`src/rtl/mdio_mgmt_pkg.sv`:
```
package mdio_mgmt_pkg;
    localparam int PHY_AW = 5;
    localparam int REG_AW = 5;
    localparam int DATA_W = 16;
    localparam int SEL_W  = 4;
    localparam int HALF_W = 7;

    localparam logic [1:0] SOF_BITS = 2'b01;
    localparam logic [1:0] OP_READ  = 2'b10;
    localparam logic [1:0] OP_WRITE = 2'b01;
    localparam logic [1:0] TA_WRITE = 2'b10;
    localparam logic [1:0] TA_READ  = 2'b11;

    // Field order follows the command word bit layout, MSB to LSB.
    typedef struct packed {
        logic [PHY_AW-1:0] phy;
        logic [REG_AW-1:0] regn;
        logic [SEL_W-1:0]  sel;
        logic              wr;
        logic              busy;
    } cmd_t;

    // Half of the MDC period, in system clocks, for each select code.
    function automatic logic [HALF_W-1:0] mdc_half(input logic [SEL_W-1:0] sel);
        case (sel)
            4'd0:    return HALF_W'(8);
            4'd1:    return HALF_W'(13);
            4'd2:    return HALF_W'(21);
            4'd3:    return HALF_W'(31);
            4'd4:    return HALF_W'(51);
            default: return HALF_W'(62);
        endcase
    endfunction
endpackage

```
`src/rtl/mdio_clkgen.sv`:
```
module mdio_clkgen
    import mdio_mgmt_pkg::*;
(
    input  logic              clk,
    input  logic              rst,
    input  logic              run,
    input  logic [HALF_W-1:0] half,
    output logic              mdc,
    output logic              rise,
    output logic              fall
);
    logic [HALF_W-1:0] cnt;
    logic              wrap;

    assign wrap = run && (cnt == half - HALF_W'(1));
    assign rise = wrap && !mdc;
    assign fall = wrap && mdc;

    always_ff @(posedge clk) begin
        if (rst || !run) begin
            cnt <= '0;
            mdc <= 1'b0;
        end else if (wrap) begin
            cnt <= '0;
            mdc <= !mdc;
        end else begin
            cnt <= cnt + HALF_W'(1);
        end
    end

    // the half-period counter never passes its limit
    a_r6_cnt_bound: assert property (@(posedge clk) disable iff (rst)
        run |-> cnt < half);
    // the clock parks low as soon as the engine stops
    a_r8_mdc_parks_low: assert property (@(posedge clk) disable iff (rst)
        !run |=> !mdc);
endmodule

```
`src/rtl/mdio_frame_engine.sv`:
```
module mdio_frame_engine
    import mdio_mgmt_pkg::*;
#(
    parameter int PRE_LEN = 32
) (
    input  logic              clk,
    input  logic              rst,
    input  logic              start,
    input  logic              is_wr,
    input  logic [PHY_AW-1:0] phy,
    input  logic [REG_AW-1:0] regn,
    input  logic [DATA_W-1:0] wdata,
    input  logic              mdc_lvl,
    input  logic              rise,
    input  logic              fall,
    input  logic              mdio_i,
    output logic              mdio_o,
    output logic              mdio_oe,
    output logic              active,
    output logic              done,
    output logic [DATA_W-1:0] rdata
);
    localparam int FRAME_LEN = PRE_LEN + 2 + 2 + PHY_AW + REG_AW + 2 + DATA_W;
    localparam int IDX_W     = $clog2(FRAME_LEN);
    localparam int TA_POS    = FRAME_LEN - DATA_W - 2;
    localparam int DAT_POS   = FRAME_LEN - DATA_W;
    localparam logic [IDX_W-1:0] LAST = IDX_W'(FRAME_LEN - 1);

    logic [FRAME_LEN-1:0] frame_w;
    logic [FRAME_LEN-1:0] tx_sr;
    logic [DATA_W-1:0]    rx_sr;
    logic [IDX_W-1:0]     idx;
    logic [IDX_W-1:0]     idx_nxt;
    logic                 wr_q;

    always_comb begin
        frame_w = {{PRE_LEN{1'b1}}, SOF_BITS, (is_wr ? OP_WRITE : OP_READ),
                   phy, regn, (is_wr ? TA_WRITE : TA_READ),
                   (is_wr ? wdata : {DATA_W{1'b1}})};
    end

    assign idx_nxt = idx + IDX_W'(1);
    assign mdio_o  = tx_sr[FRAME_LEN-1];
    assign done    = active && fall && (idx == LAST);
    assign rdata   = rx_sr;

    always_ff @(posedge clk) begin
        if (rst) begin
            active  <= 1'b0;
            idx     <= '0;
            tx_sr   <= '0;
            rx_sr   <= '0;
            mdio_oe <= 1'b0;
            wr_q    <= 1'b0;
        end else if (start && !active) begin
            active  <= 1'b1;
            idx     <= '0;
            tx_sr   <= frame_w;
            mdio_oe <= 1'b1;
            wr_q    <= is_wr;
        end else if (active) begin
            if (rise && idx >= IDX_W'(DAT_POS))
                rx_sr <= {rx_sr[DATA_W-2:0], mdio_i};
            if (fall) begin
                if (idx == LAST) begin
                    active  <= 1'b0;
                    mdio_oe <= 1'b0;
                end else begin
                    idx     <= idx_nxt;
                    tx_sr   <= tx_sr << 1;
                    mdio_oe <= wr_q || (idx_nxt < IDX_W'(TA_POS));
                end
            end
        end
    end

    // pin values hold through the MDC high phase
    a_r7_hold_while_high: assert property (@(posedge clk) disable iff (rst)
        (mdc_lvl && $past(mdc_lvl)) |-> ($stable(mdio_o) && $stable(mdio_oe)));
    // a write frame drives the pin throughout
    a_r3_write_driven: assert property (@(posedge clk) disable iff (rst)
        (active && wr_q) |-> mdio_oe);
    // a read frame releases the pin from the turnaround onward
    a_r4_read_released: assert property (@(posedge clk) disable iff (rst)
        (active && !wr_q && idx >= IDX_W'(TA_POS)) |-> !mdio_oe);
endmodule

```
`src/rtl/mdio_mgmt_master.sv`:
```
module mdio_mgmt_master
    import mdio_mgmt_pkg::*;
#(
    parameter int PRE_LEN = 32
) (
    input  logic        clk,
    input  logic        rst,
    input  logic        host_wr,
    input  logic        host_addr,
    input  logic [15:0] host_wdata,
    output logic [15:0] host_rdata,
    output logic        mdc,
    output logic        mdio_o,
    output logic        mdio_oe,
    input  logic        mdio_i
);
    cmd_t              cmd_q;
    logic [DATA_W-1:0] data_q;
    logic              accept;
    logic              start;
    logic              eng_active;
    logic              eng_done;
    logic [DATA_W-1:0] eng_rdata;
    logic              tick_rise;
    logic              tick_fall;

    assign accept = host_wr && !host_addr && !cmd_q.busy;
    assign start  = accept && host_wdata[0];

    always_ff @(posedge clk) begin
        if (rst) begin
            cmd_q  <= '0;
            data_q <= '0;
        end else begin
            if (accept)
                cmd_q <= cmd_t'(host_wdata);
            if (host_wr && host_addr)
                data_q <= host_wdata;
            if (eng_done) begin
                cmd_q.busy <= 1'b0;
                if (!cmd_q.wr)
                    data_q <= eng_rdata;
            end
        end
    end

    assign host_rdata = host_addr ? data_q : 16'(cmd_q);

    mdio_clkgen u_clkgen (
        .clk  (clk),
        .rst  (rst),
        .run  (eng_active),
        .half (mdc_half(cmd_q.sel)),
        .mdc  (mdc),
        .rise (tick_rise),
        .fall (tick_fall)
    );

    mdio_frame_engine #(.PRE_LEN(PRE_LEN)) u_engine (
        .clk     (clk),
        .rst     (rst),
        .start   (start),
        .is_wr   (host_wdata[1]),
        .phy     (host_wdata[15:11]),
        .regn    (host_wdata[10:6]),
        .wdata   (data_q),
        .mdc_lvl (mdc),
        .rise    (tick_rise),
        .fall    (tick_fall),
        .mdio_i  (mdio_i),
        .mdio_o  (mdio_o),
        .mdio_oe (mdio_oe),
        .active  (eng_active),
        .done    (eng_done),
        .rdata   (eng_rdata)
    );

    // no clock and no drive while idle
    a_r8_idle_quiet: assert property (@(posedge clk) disable iff (rst)
        !cmd_q.busy |-> (!mdio_oe && !mdc));
    // stored fields survive a command write during a transfer
    a_r9_cmd_locked: assert property (@(posedge clk) disable iff (rst)
        (cmd_q.busy && host_wr && !host_addr) |=>
        ($stable(cmd_q.phy) && $stable(cmd_q.regn) && $stable(cmd_q.sel) && $stable(cmd_q.wr)));
    // busy drops only when the frame engine finishes
    a_r2_busy_on_done: assert property (@(posedge clk) disable iff (rst)
        $fell(cmd_q.busy) |-> $past(eng_done));
    // the read result lands with the completion
    a_r5_read_capture: assert property (@(posedge clk) disable iff (rst)
        (eng_done && !cmd_q.wr) |=> (data_q == $past(eng_rdata)));
endmodule

```
`config.mk`:
```
export PLATFORM = sky130hd
export DESIGN_NAME = mdio_mgmt_master
export DESIGN_NICKNAME = d
export VERILOG_FILES = /design/src/rtl/mdio_mgmt_pkg.sv /design/src/rtl/mdio_clkgen.sv /design/src/rtl/mdio_frame_engine.sv /design/src/rtl/mdio_mgmt_master.sv
export SDC_FILE = /design/constraint.sdc
export NUM_CORES = 1
export LEC_CHECK = 0
export BUFFER_PORTS_ARGS = -buffer_cell sky130_fd_sc_hd__buf_2
export CAP_MARGIN = 20
export CORE_MARGIN = 2
export CORE_UTILIZATION = 55
export CTS_CLUSTER_DIAMETER = 50
export CTS_CLUSTER_SIZE = 20
export DETAILED_ROUTE_END_ITERATION = 6
export PLACE_DENSITY = 0.76
export SKIP_CTS_REPAIR_TIMING = 1
export SLEW_MARGIN = 20
export SYNTH_ARGS = -nofsm -noshare
export SYNTH_HDL_FRONTEND = slang
export SYNTH_SLANG_ARGS = --single-unit
```
`constraint.sdc`:
```
create_clock -name clk -period 4.8 [get_ports clk]
set_input_delay 0.48 -clock clk [delete_from_list [all_inputs] [get_ports clk]]
set_output_delay 0.48 -clock clk [all_outputs]
set_load 0.01 [all_outputs]
```
-- Word level (Yosys, flattened, before mapping)
Cells that the tools add are included.
- magnitude comparators: 2
- muxes and demuxes: 20
- add/sub/neg operators: 3
- reductions and logical operators: 27
- bitwise gates (word level): 2
- equal/unequal tests: 7
- operators with widths (cell ; number):
    $mux 64 ; 4
    $mux 16 ; 5
    $pmux 6 s5 ; 1
    $logic_and 1x1->1 ; 11
    $mux 1 ; 9
    $reduce_and 3->1 ; 3
    $eq 4x2->1 const B ; 2
    $add 7x1->7 const B ; 1
    $eq 7x7->1 ; 1
    $sub 6x1->7 const B ; 1
    $add 6x1->6 const B ; 1
    $eq 6x6->1 const B ; 1
    $ge 6x6->1 const B ; 1
    $lt 6x6->1 const B ; 1
    $reduce_or 2->1 ; 3
    $eq 4x1->1 const B ; 1
    $eq 4x3->1 const B ; 1
    $logic_not 1->1 ; 4
    $logic_not 4->1 ; 1
    $reduce_bool 2->1 ; 2
    $logic_or 1x1->1 ; 2
    $mux 2 ; 1
    $ne 2x1->1 const B ; 1
    $not 1->1 ; 2
    $reduce_and 2->1 ; 1
- input bits: 21
- output and inout bits: 19
- word-level logic and storage cells: 76
- flip-flop bits (word level): 129

-- Longest topological paths before layout
Gate-level depths: netlist of the first run.
- depth after elaboration: 9
- depth in mapped cells: 12
- depth with buffers taken out: 9

-- By module
From an unflattened synthesis of the first run, not the netlist that was laid out.
- cells, all modules: 687
- area total of the unflattened synthesis: 5748.0 µm²
- by module, submodules not included (module ; cells each ; area each (µm²) ; sequential area each (µm²) ; times used):
    mdio_frame_engine ; 434 ; 3572.2 ; 1781.7 ; 1
    mdio_mgmt_master ; 190 ; 1629.1 ; 640.6 ; 1
    mdio_clkgen ; 63 ; 546.8 ; 160.2 ; 1

-- Worst setup path before layout of the first run
No wires, ideal clock.
- kind: flip-flop to flip-flop
- start: register cmd_q[3] in the netlist's numbering
- end: register u_engine.tx_sr[47]
- path buffers: 3
- arrival time: 3.075 ns
- stages on the path, launching flop included: 13
- clock period less this slack: 3.207 ns
- setup slack: 1.593 ns
- setup time: 0.132 ns
- data required time: 4.668 ns
- cells stage by stage: dfxtp_1 -> clkbuf_1 -> nor3_1 -> or3_1 -> ha_1 -> xnor2_1 -> a2111oi_4 -> o211ai_4 -> nor4b_4 -> buf_6 -> buf_12 -> mux2i_1 -> a21oi_1
- cells in the longest elaborated chain, start to end: 8
- elaborated cells on any way between the ends: 12
- those cells by class: add/sub: 1; eq/ne: 5; mux: 1; reduce/logical: 5
- RTL lines (item ; RTL line ; source):
    from (decl) ; mdio_mgmt_master.sv:17 ; cmd_t cmd_q;
    from (signal assigned) ; mdio_mgmt_master.sv:36 ; cmd_q <= cmd_t'(host_wdata);
    $eq 4x3->1 (tied with other cells) ; mdio_mgmt_pkg.sv:25 ; case (sel)
    $pmux 6 s5 * ; mdio_mgmt_pkg.sv:25 ;
    $sub 6x1->7 * ; mdio_clkgen.sv:15 ; assign wrap = run && (cnt == half - HALF_W'(1));
    $eq 7x7->1 * ; mdio_clkgen.sv:15 ;
    $logic_and 1x1->1 * ; mdio_clkgen.sv:15 ;
    $logic_and 1x1->1 * ; mdio_clkgen.sv:17 ; assign fall = wrap && mdc;
    $reduce_bool 2->1 (no line) * ; -- ;
    $reduce_and 3->1 (no line) * ; -- ;
    to (signal assigned) ; mdio_frame_engine.sv:58 ; tx_sr <= frame_w;
    to (signal assigned) ; mdio_frame_engine.sv:70 ; tx_sr <= tx_sr << 1;
    to (decl) ; mdio_frame_engine.sv:30 ; logic [FRAME_LEN-1:0] tx_sr;
Mark *: on every way between the ends. The rest lies on a longest branch, timed or not.
A chain may end at the register's enable or synchronous reset.

-- Worst setup path after layout of the first run
- start: register cmd_q[3] in the netlist's numbering
- end: register u_engine.tx_sr[11]
Same word-level chain as after synthesis.

==> flow_metrics.py, run 1 <==
metrics = {
    "cells_and_area": {
        "fin_nets": 634,
        "final_common_cell": "dfxtp_1",
        "layout.cells.non_filler": 759,
        "antenna_cells": 0,
        "fin_util": 0.638,
        "area_growth_pct": 13.0,
        "final_cell_mix": "dfxtp_1, mux2i_1, nor2_1, a21oi_1, nand2_1",
        "drive_above_1_share": 0.209,
        "fillers": 816,
        "postLayoutCellArea_um2": 6580,
    },
    "drt": {
        "drt_iter0_markers": 300,
        "dr_total_vias": 4302,
        "routed_wl_um": 11900,
        "antenna_left": 0,
        "drt-pass1-iter-count": 5,
        "drt-wirelength-per-cell_um": 15.7,
        "viasPerCell": 5.67,
        "drc": 0,
    },
    "worst_setup_path": {
        "cpLargestDelayFamily": "compound AO/OA/AOI/OAI gates",
        "worstSetupEndpointType": "flip-flop",
        "cp_slowest_cell": "a2111oi_0",
        "cp.arrival_ps": 3800,
        "start_kind": "flip-flop",
        "path_class": "flip-flop to flip-flop",
        "cp_slowest_stage_delay_ps": 640,
        "crit_chain": "nor3_1, or3_1, ha_1, nand2b_1, a2111oi_0, o21ai_1, nor4b_4, buf_12, a21oi_1, o31ai_1",
        "critical_path_required_ps": 5220,
        "critPathMaxFanout": 82,
        "critPathBufInv": 1,
    },
    "logic_synthesis": {
        "synth_edf_count": 0,
        "syn_inst": 595,
        "yosysUniqueCellTypes": 50,
        "ys_async_sr_fraction": 0,
        "ys_seq_elements": 129,
        "yosysWarnings": 0,
        "netlist_area_um2": 5820,
        "syn_nets": 619,
        "seq_area_frac_synth": 0.443,
        "syn_area_per_cell_um2": 9.79,
        "ys.flop_type": "dfxtp_1",
    },
    "floorplanning": {
        "coreArea_um2": 10300,
        "io-pin-count": 40,
        "dieWidth_um": 107,
        "dieArea_um2": 11400,
        "die_h_um": 107,
        "start_util": 0.564,
        "placementRows": 37,
    },
    "timing": {
        "setup_viol": 0,
        "hold_violations": 0,
        "fin_setup_tns_ps": 0,
        "fin_crit_sh": 0.706,
        "slew_viol_final": 0,
        "slew_headroom": 0.359,
        "fin_crit_ps": 3390,
        "finalClockSkew_ps": 5.04,
        "whs_ps": 205,
        "worst_slew_pin_slew_ps": 958,
        "rsz0062_at_grt": "no",
        "fmax_mhz": 295,
        "layout_setup_ws_ps": 1410,
    },
    "clock_network": {
        "htreeDepth": 4,
        "cts_root_buf": "clkbuf_8",
        "clk_pin_slew_ps": 60,
        "tritoncts.num_buffers": 17,
        "clockBufferDepth": 2,
        "clock_sinks": 129,
        "clkLatencyLatePin_ps": 510,
        "cts_tree": "done",
    },
    "global_routing": {
        "grt_overflow": 0,
        "use_met2": 0.349,
        "antenna_found_initial": 0,
        "grt_max_degree": 83,
        "grtUsageMet3": 0.0492,
        "top_usage_layer": "met2",
        "grt_pass1_wl_um": 20200,
        "grtUsageMet1": 0.298,
        "grt_pass1_vias": 4237,
        "globalRouteTotalUtil": 0.222,
    },
    "placement": {
        "dpl.hpwl_um": 7460,
        "pre_cts_ws_ps": 1460,
        "port_buffers": 39,
        "gp_congestion": 0.841,
        "dp_cells": 727,
        "postPlaceCellArea_um2": 5980,
    },
    "power": {
        "clkPwrFrac": 0.494,
        "p_int_mw": 2.01,
        "power_density_nw_per_um2": 397,
        "p_total_mw": 2.61,
        "power_leakage_nw": 2.34,
        "combPwrFrac": 0.068,
        "swShare": 0.230,
        "power_switching_mw": 0.600,
        "ir_drop_v": 0.000228,
        "seqPwrFrac": 0.437,
    },
    "outcome": {
        "status": "completed",
    },
    "worst_hold_path": {
        "hold_path.class": "input port to flip-flop",
    },
    "flow_run": {
        "cap_violations": 0,
    },
}
## synth_stat cells (3+ instances only)
cell	count	area [µm²]
o21a_1	4	30.0
nand2b_1	3	18.8
and3_1	6	37.5
a31oi_1	3	18.8
a21oi_1	67	335
mux2_2	31	349
dfxtp_1	129	2580
ha_1	3	37.5
or4b_2	12	120
xnor2_1	9	78.8
buf_6	7	78.8
nand2_1	41	154
clkbuf_1	37	139
o21ai_0	4	20.0
xor2_1	3	26.3
o31ai_1	13	97.6
nor3_1	9	45.0
nor2_1	71	267
mux2i_1	84	841
nand3_1	4	20.0
a211oi_1	16	120
## area by class of cell
cell class,count,area [µm²],share of cell area
Multi-Input combinational cell,415,2960,0.450
Tap cell,136,170,0.0259
Sequential cell,129,2580,0.392
Clock inverter,11,155,0.0236
Inverter,2,7.51,0.00114
Clock buffer,21,449,0.0682
Timing Repair Buffer,45,255,0.0388
## cells by family (layout without fill, tap and decap cells)
group / after synthesis / in the layout / synth area share
flip-flops: 129 / 129 / 0.443
multiplexers: 115 / 115 / 0.204
XOR/XNOR: 12 / 12 / 0.0180
AO/OA/AOI/OAI: 122 / 122 / 0.134
adder cells (fa/ha/maj): 3 / 3 / 0.00645
AND/OR/NAND/NOR: 163 / 163 / 0.145
buffers and inverters: 51 / 79 / 0.0488
## worst reg2reg max path, stage by stage, from the launching register on
cell       delay, ps
dfxtp_1          390
nor3_1           340
or3_1            170
ha_1             180
nand2b_1         100
a2111oi_0        640
o21ai_1          290
nor4b_4          310
buf_12           400
a21oi_1          200
o31ai_1          270
## final timing paths
check,cells past startpoint,to,slack [ps],from
worst max-delay path,10,u_engine.tx_sr[11]$_SDFFE_PP0P_,1410,cmd_q[3]$_SDFFE_PP0P_
worst min-delay path,3,u_engine.rdata[0]$_SDFFE_PP0P_,200,mdio_i
worst max register to register,10,u_engine.tx_sr[11]$_SDFFE_PP0P_,1410,cmd_q[3]$_SDFFE_PP0P_
worst min register to register,2,cmd_q[7]$_SDFFE_PP0P_,450,cmd_q[7]$_SDFFE_PP0P_
## routing by layer
layer	part of all wire	vias to the layer above	routed length, µm
met3	0.038	13	447
met1	0.48	2041	5700
met5	0	-	0
met2	0.47	82	5580
met4	0.015	0	180
li1	-	2166	-
## power groups by stage
stage	Sequential [mW]	Combinational (mW)	Clock, mW
6_report	1.14	0.178	1.29
5_1_grt	1.15	0.198	1.36
4_1_cts	1.14	0.178	1.31
3_5_place_dp	1.17	0.177	0
3_3_place_gp	1.16	0.172	0
2_1_floorplan	1.15	0.137	0
## flip-flops by register name, summed over array words and instances (netlist names)
register	cells
u_engine.rdata	16
u_engine.mdio_oe	1
u_engine.wr_q	1
u_clkgen.cnt	7
u_engine.active	1
u_clkgen.mdc	1
cmd_q	16
u_engine.tx_sr	64
data_q	16
u_engine.idx	6
Note: power is estimated with default switching activity, not from simulation.
==> run 2: changes to the inputs <==
--- a/config.mk
+++ b/config.mk
@@ -8,11 +8,11 @@
 export BUFFER_PORTS_ARGS = -buffer_cell sky130_fd_sc_hd__buf_2
 export CAP_MARGIN = 20
 export CORE_MARGIN = 2
-export CORE_UTILIZATION = 55
+export CORE_UTILIZATION = 54
 export CTS_CLUSTER_DIAMETER = 50
 export CTS_CLUSTER_SIZE = 20
 export DETAILED_ROUTE_END_ITERATION = 6
-export PLACE_DENSITY = 0.76
+export PLACE_DENSITY = 0.77
 export SKIP_CTS_REPAIR_TIMING = 1
 export SLEW_MARGIN = 20
 export SYNTH_ARGS = -nofsm -noshare
==> constraint.sdc (replaced) <==
create_clock -name clk -period 2.9 [get_ports clk]
set_input_delay 0.29 -clock clk [delete_from_list [all_inputs] [get_ports clk]]
set_output_delay 0.29 -clock clk [all_outputs]
set_load 0.01 [all_outputs]
==> run 2 against run 1 <==
The flow now finishes with violations (negative setup slack). Total power increased by 70%. Utilization grew 6.0 points. Flip-flop and latch count is the same. Global-route usage increased by 0.32 points. Clock power grew 69%. Via count increased by 9.3%. Sequential share of layout area down 3.6 points. Wire length grew 20%. Setup slack got worse by 1600 ps. Maximum frequency rose by 9.4%. Cell count increased by 4.5%. Register-to-register slack worse by 1600 ps.
==> flow_metrics.py, run 2 (synthesis gave the netlist of run 1 again) <==
metrics = {
    "timing": {
        "worst_slew_pin_slew_ps": 937,
        "fin_crit_sh": 1.07,
        "finalClockSkew_ps": 10.4,
        "rsz0062_at_grt": "yes",
        "slew_headroom": 0.376,
        "fin_crit_ps": 3100,
        "fin_setup_tns_ps": -8300,
        "hold_violations": 0,
        "layout_setup_ws_ps": -196,
        "fmax_mhz": 323,
        "setup_viol": 71,
        "slew_viol_final": 0,
    },
    "drt": {
        "drt-pass1-iter-count": 7,
        "routed_wl_um": 14300,
        "dr_total_vias": 4703,
        "drt_iter0_markers": 308,
        "drt-wirelength-per-cell_um": 18.1,
        "viasPerCell": 5.93,
        "antenna_left": 0,
        "drc": 0,
    },
    "cells_and_area": {
        "drive_above_1_share": 0.304,
        "final_common_cell": "dfxtp_1",
        "top_register": "u_engine.tx_sr",
        "layout.cells.non_filler": 793,
        "largest_reg_flops": 64,
        "fin_nets": 668,
        "postLayoutCellArea_um2": 7270,
        "area_growth_pct": 24.8,
        "antenna_cells": 0,
        "fin_util": 0.698,
        "final_cell_mix": "dfxtp_1, mux2i_1, nor2_1, a21oi_1, nand2_1",
    },
    "clock_network": {
        "clockBufferDepth": 2,
        "clk_pin_slew_ps": 60,
        "clock_sinks": 129,
        "tritoncts.num_buffers": 17,
        "cts_root_buf": "clkbuf_8",
        "cts_tree": "done",
        "clkLatencyLatePin_ps": 520,
        "htreeDepth": 4,
    },
    "worst_setup_path": {
        "cp.arrival_ps": 3500,
        "start_kind": "flip-flop",
        "rr_worst_depth": 11,
        "path_class": "flip-flop to flip-flop",
        "critPathMaxFanout": 6,
        "critical_path_required_ps": 3300,
        "worstSetupEndpointType": "flip-flop",
    },
    "global_routing": {
        "grt_pass1_vias": 4287,
        "antenna_found_initial": 0,
        "grt_pass1_wl_um": 20600,
        "grt_overflow": 0,
        "globalRouteTotalUtil": 0.225,
        "grt_max_degree": 96,
    },
    "outcome": {
        "status": "finished with violations",
        "violations": "negative setup slack",
    },
    "power": {
        "power_leakage_nw": 2.63,
        "power_density_nw_per_um2": 611,
        "ir_drop_v": 0.000496,
    },
    "flow_run": {
        "cap_violations": 0,
    },
    "floorplanning": {
        "die_h_um": 108,
        "io-pin-count": 40,
        "placementRows": 37,
        "coreArea_um2": 10400,
        "dieArea_um2": 11600,
        "start_util": 0.559,
        "dieWidth_um": 108,
    },
    "placement": {
        "pre_cts_ws_ps": -109,
        "postPlaceCellArea_um2": 6200,
        "dp_cells": 744,
        "gp_congestion": 0.846,
        "dpl.hpwl_um": 8050,
        "port_buffers": 39,
    },
    "worst_hold_path": {
        "hold_path.class": "input port to flip-flop",
        "holdPathStages": 3,
    },
}
run 2: final cells by class:
class | count | area (µm²)
clock inverters | 12 | 158
well taps | 136 | 170
inverters | 2 | 7.51
repair buffers | 79 | 723
multi-input cells | 415 | 3170
flip-flops and latches | 129 | 2590
fillers | 727 | 3150
clock buffers | 20 | 455
run 2: worst max-delay path, stage by stage (launching register included):
cell and delay (ps):
dfxtp_4 360, o21a_1 220, or3_4 350, ha_4 240, xnor2_4 130, a2111oi_4 300
o211ai_4 150, nor4b_4 460, buf_4 230, buf_12 130, a21oi_2 70, o31ai_1 320
run 2: layer usage:
layer	GRT usage	wire, µm	up-vias
met5	0	0	-
met2	0.364	7300	146
li1	-	-	2223
met3	0.0581	640	29
met4	0.0888	250	0
met1	0.288	6130	2305
run 2: power by group:
part,switching (mW),internal (mW),total (mW)
logic,0.202,0.169,0.370
registers,0.0523,1.85,1.90
clock network,0.796,1.38,2.18
total,1.05,3.39,4.44
run 2: per-stage QoR:
stage	power (mW)	hold WS, ps
after floorplan	2.15	426
after global placement	2.23	439
after detailed placement	2.25	448
after CTS	4.41	0.423
after global routing	4.57	33.0
final	4.44	12.0
run 2: path summary, 6_finish.rpt:
check / startpoint / to / slack [ps]
min reg2reg: cmd_q[14]$_SDFFE_PP0P_ / cmd_q[14]$_SDFFE_PP0P_ / 460
min: mdio_i / u_engine.rdata[0]$_SDFFE_PP0P_ / 10
max: cmd_q[2]$_SDFFE_PP0P_ / u_engine.tx_sr[14]$_SDFFE_PP0P_ / -200
max reg2reg: cmd_q[2]$_SDFFE_PP0P_ / u_engine.tx_sr[14]$_SDFFE_PP0P_ / -200
==> run 3: changes to the inputs <==
==> constraint.sdc (replaced) <==
create_clock -name clk -period 2.9 [get_ports clk]
set_input_delay 0.58 -clock clk [delete_from_list [all_inputs] [get_ports clk]]
set_output_delay 0.58 -clock clk [all_outputs]
set_load 0.01 [all_outputs]
==> run 3 against run 2 <==
The flow still finishes with violations (negative setup slack). Maximum frequency grew 6.0%. Combinational power shrank 7.0%. Wire length shrank 6.1%. Flip-flop and latch count is the same. Critical path depth is the same. Die area is the same. Setup slack gained 180 ps. Critical path type unchanged. Largest power group unchanged.
==> flow_metrics.py, run 3 (synthesis gave the netlist of run 1 again) <==
metrics = {
    "worst_setup_path": {
        "crit_chain": "o21a_1, or3_4, ha_4, xnor2_2, a2111oi_4, o211ai_4, nor4b_4, buf_12, buf_16, mux2i_1, a21oi_1",
        "cp_slowest_cell": "nor4b_4",
        "path_class": "flip-flop to flip-flop",
        "start_kind": "flip-flop",
        "critPathLaunch": "cmd_q[2]$_SDFFE_PP0P_",
        "r2r-start": "cmd_q[2]$_SDFFE_PP0P_",
        "worstSetupEndpointType": "flip-flop",
        "critPathMaxFanout": 21,
        "cp.arrival_ps": 3310,
        "cp_slowest_stage_delay_ps": 390,
        "critical_path_required_ps": 3290,
    },
    "power": {
        "p_total_mw": 4.34,
        "power_density_nw_per_um2": 619,
        "power_leakage_nw": 2.55,
        "ir_drop_v": 0.000464,
    },
    "drt": {
        "drt-wirelength-per-cell_um": 17.0,
        "dr_total_vias": 4627,
        "drt-pass1-iter-count": 5,
        "viasPerCell": 5.86,
        "drc": 0,
        "drt_iter0_markers": 219,
        "routed_wl_um": 13400,
        "antenna_left": 0,
    },
    "global_routing": {
        "globalRouteTotalUtil": 0.229,
        "grt_overflow": 0,
        "grt_pass1_wl_um": 21100,
        "antenna_found_initial": 0,
        "grt_max_degree": 64,
        "grt_pass1_vias": 4382,
    },
    "placement": {
        "pre_cts_ws_ps": -62.0,
        "gp_congestion": 0.892,
        "dpl.hpwl_um": 8120,
        "port_buffers": 39,
    },
    "timing": {
        "hold_violations": 0,
        "fin_crit_ps": 2920,
        "finalClockSkew_ps": 11.5,
        "rsz0062_at_grt": "yes",
        "layout_setup_ws_ps": -19.8,
        "setup_viol": 3,
        "worst_slew_pin_slew_ps": 727,
        "fin_setup_tns_ps": -39.5,
        "slew_headroom": 0.514,
        "whs_ps": 299,
        "slew_viol_final": 0,
        "fmax_mhz": 342,
        "fin_crit_sh": 1.01,
    },
    "cells_and_area": {
        "final_cell_mix": "dfxtp_1, mux2i_1, nor2_1, a21oi_1, nand2_1",
        "fin_util": 0.672,
        "fin_nets": 664,
        "top_register": "u_engine.tx_sr",
        "drive_above_1_share": 0.271,
        "largest_reg_flops": 64,
        "area_growth_pct": 20.2,
        "final_common_cell": "dfxtp_1",
        "antenna_cells": 0,
    },
    "floorplanning": {
        "start_util": 0.559,
        "coreArea_um2": 10400,
        "die_h_um": 108,
        "dieWidth_um": 108,
        "io-pin-count": 40,
        "dieArea_um2": 11600,
        "placementRows": 37,
    },
    "clock_network": {
        "clkLatencyLatePin_ps": 530,
        "tritoncts.num_buffers": 17,
        "cts_root_buf": "clkbuf_8",
        "clockBufferDepth": 2,
        "cts_tree": "done",
        "htreeDepth": 4,
        "clock_sinks": 129,
        "clk_pin_slew_ps": 70,
    },
    "outcome": {
        "status": "finished with violations",
        "violations": "negative setup slack",
    },
    "worst_hold_path": {
        "worstHoldStart": "host_wdata[4]",
        "hold_path.class": "input port to flip-flop",
    },
    "flow_run": {
        "cap_violations": 0,
    },
}
[run 3: cell count changes in the layout (fill, tap and decap cells not counted), sizes merged]
cell	delta
bufinv	-3
inv	+9
clkinvlp	-3
clkbuf	-7
[run 3: worst max-delay path: cells and delay by family (launching register included)]
family,cells,cell delay [ps]
muxes,1,230
AOI/OAI and AO/OA,4,700
DFF,1,360
and+or+nand+nor,2,730
xor gates and xnor gates,1,140
adders and majority gates,1,230
buffers and inverters,2,380
[run 3: report_power, final]
group,internal (mW),switching (mW),total (mW)
clock,1.13,0.967,2.10
combinational,0.154,0.190,0.344
sequential,1.84,0.0485,1.89
[run 3: layer usage]
layer  up-vias  wire length, µm  global-route usage
met5         -                0                   0
met4         0              315              0.0815
met3        30              659              0.0593
met2       125             6590               0.376
met1      2247             5880               0.291
li1       2225                -                   -
[run 3: cell type report]
type / count / area, µm²
fill: 765 / 3410
sequential: 129 / 2590
tap: 136 / 170
clock inverter: 15 / 191
timing repair buffer: 75 / 594
clock buffer: 17 / 414
multi-input combinational: 415 / 3040
inverter: 2 / 7.51
[run 3: worst paths after layout]
path	endpoint	slack, ps	cells after the start
min reg2reg	cmd_q[15]$_SDFFE_PP0P_	460	2
max reg2reg	u_engine.tx_sr[35]$_SDFFE_PP0P_	-20	11
min	cmd_q[4]$_SDFFE_PP0P_	300	3
max	u_engine.tx_sr[35]$_SDFFE_PP0P_	-20	11
[run 3: metrics by stage]
stage	instances	cell area, µm²
after detailed placement	745	6190
after global placement	745	6190
after CTS	777	6800
after global routing	789	7000
final	789	7000
after floorplan	595	5880
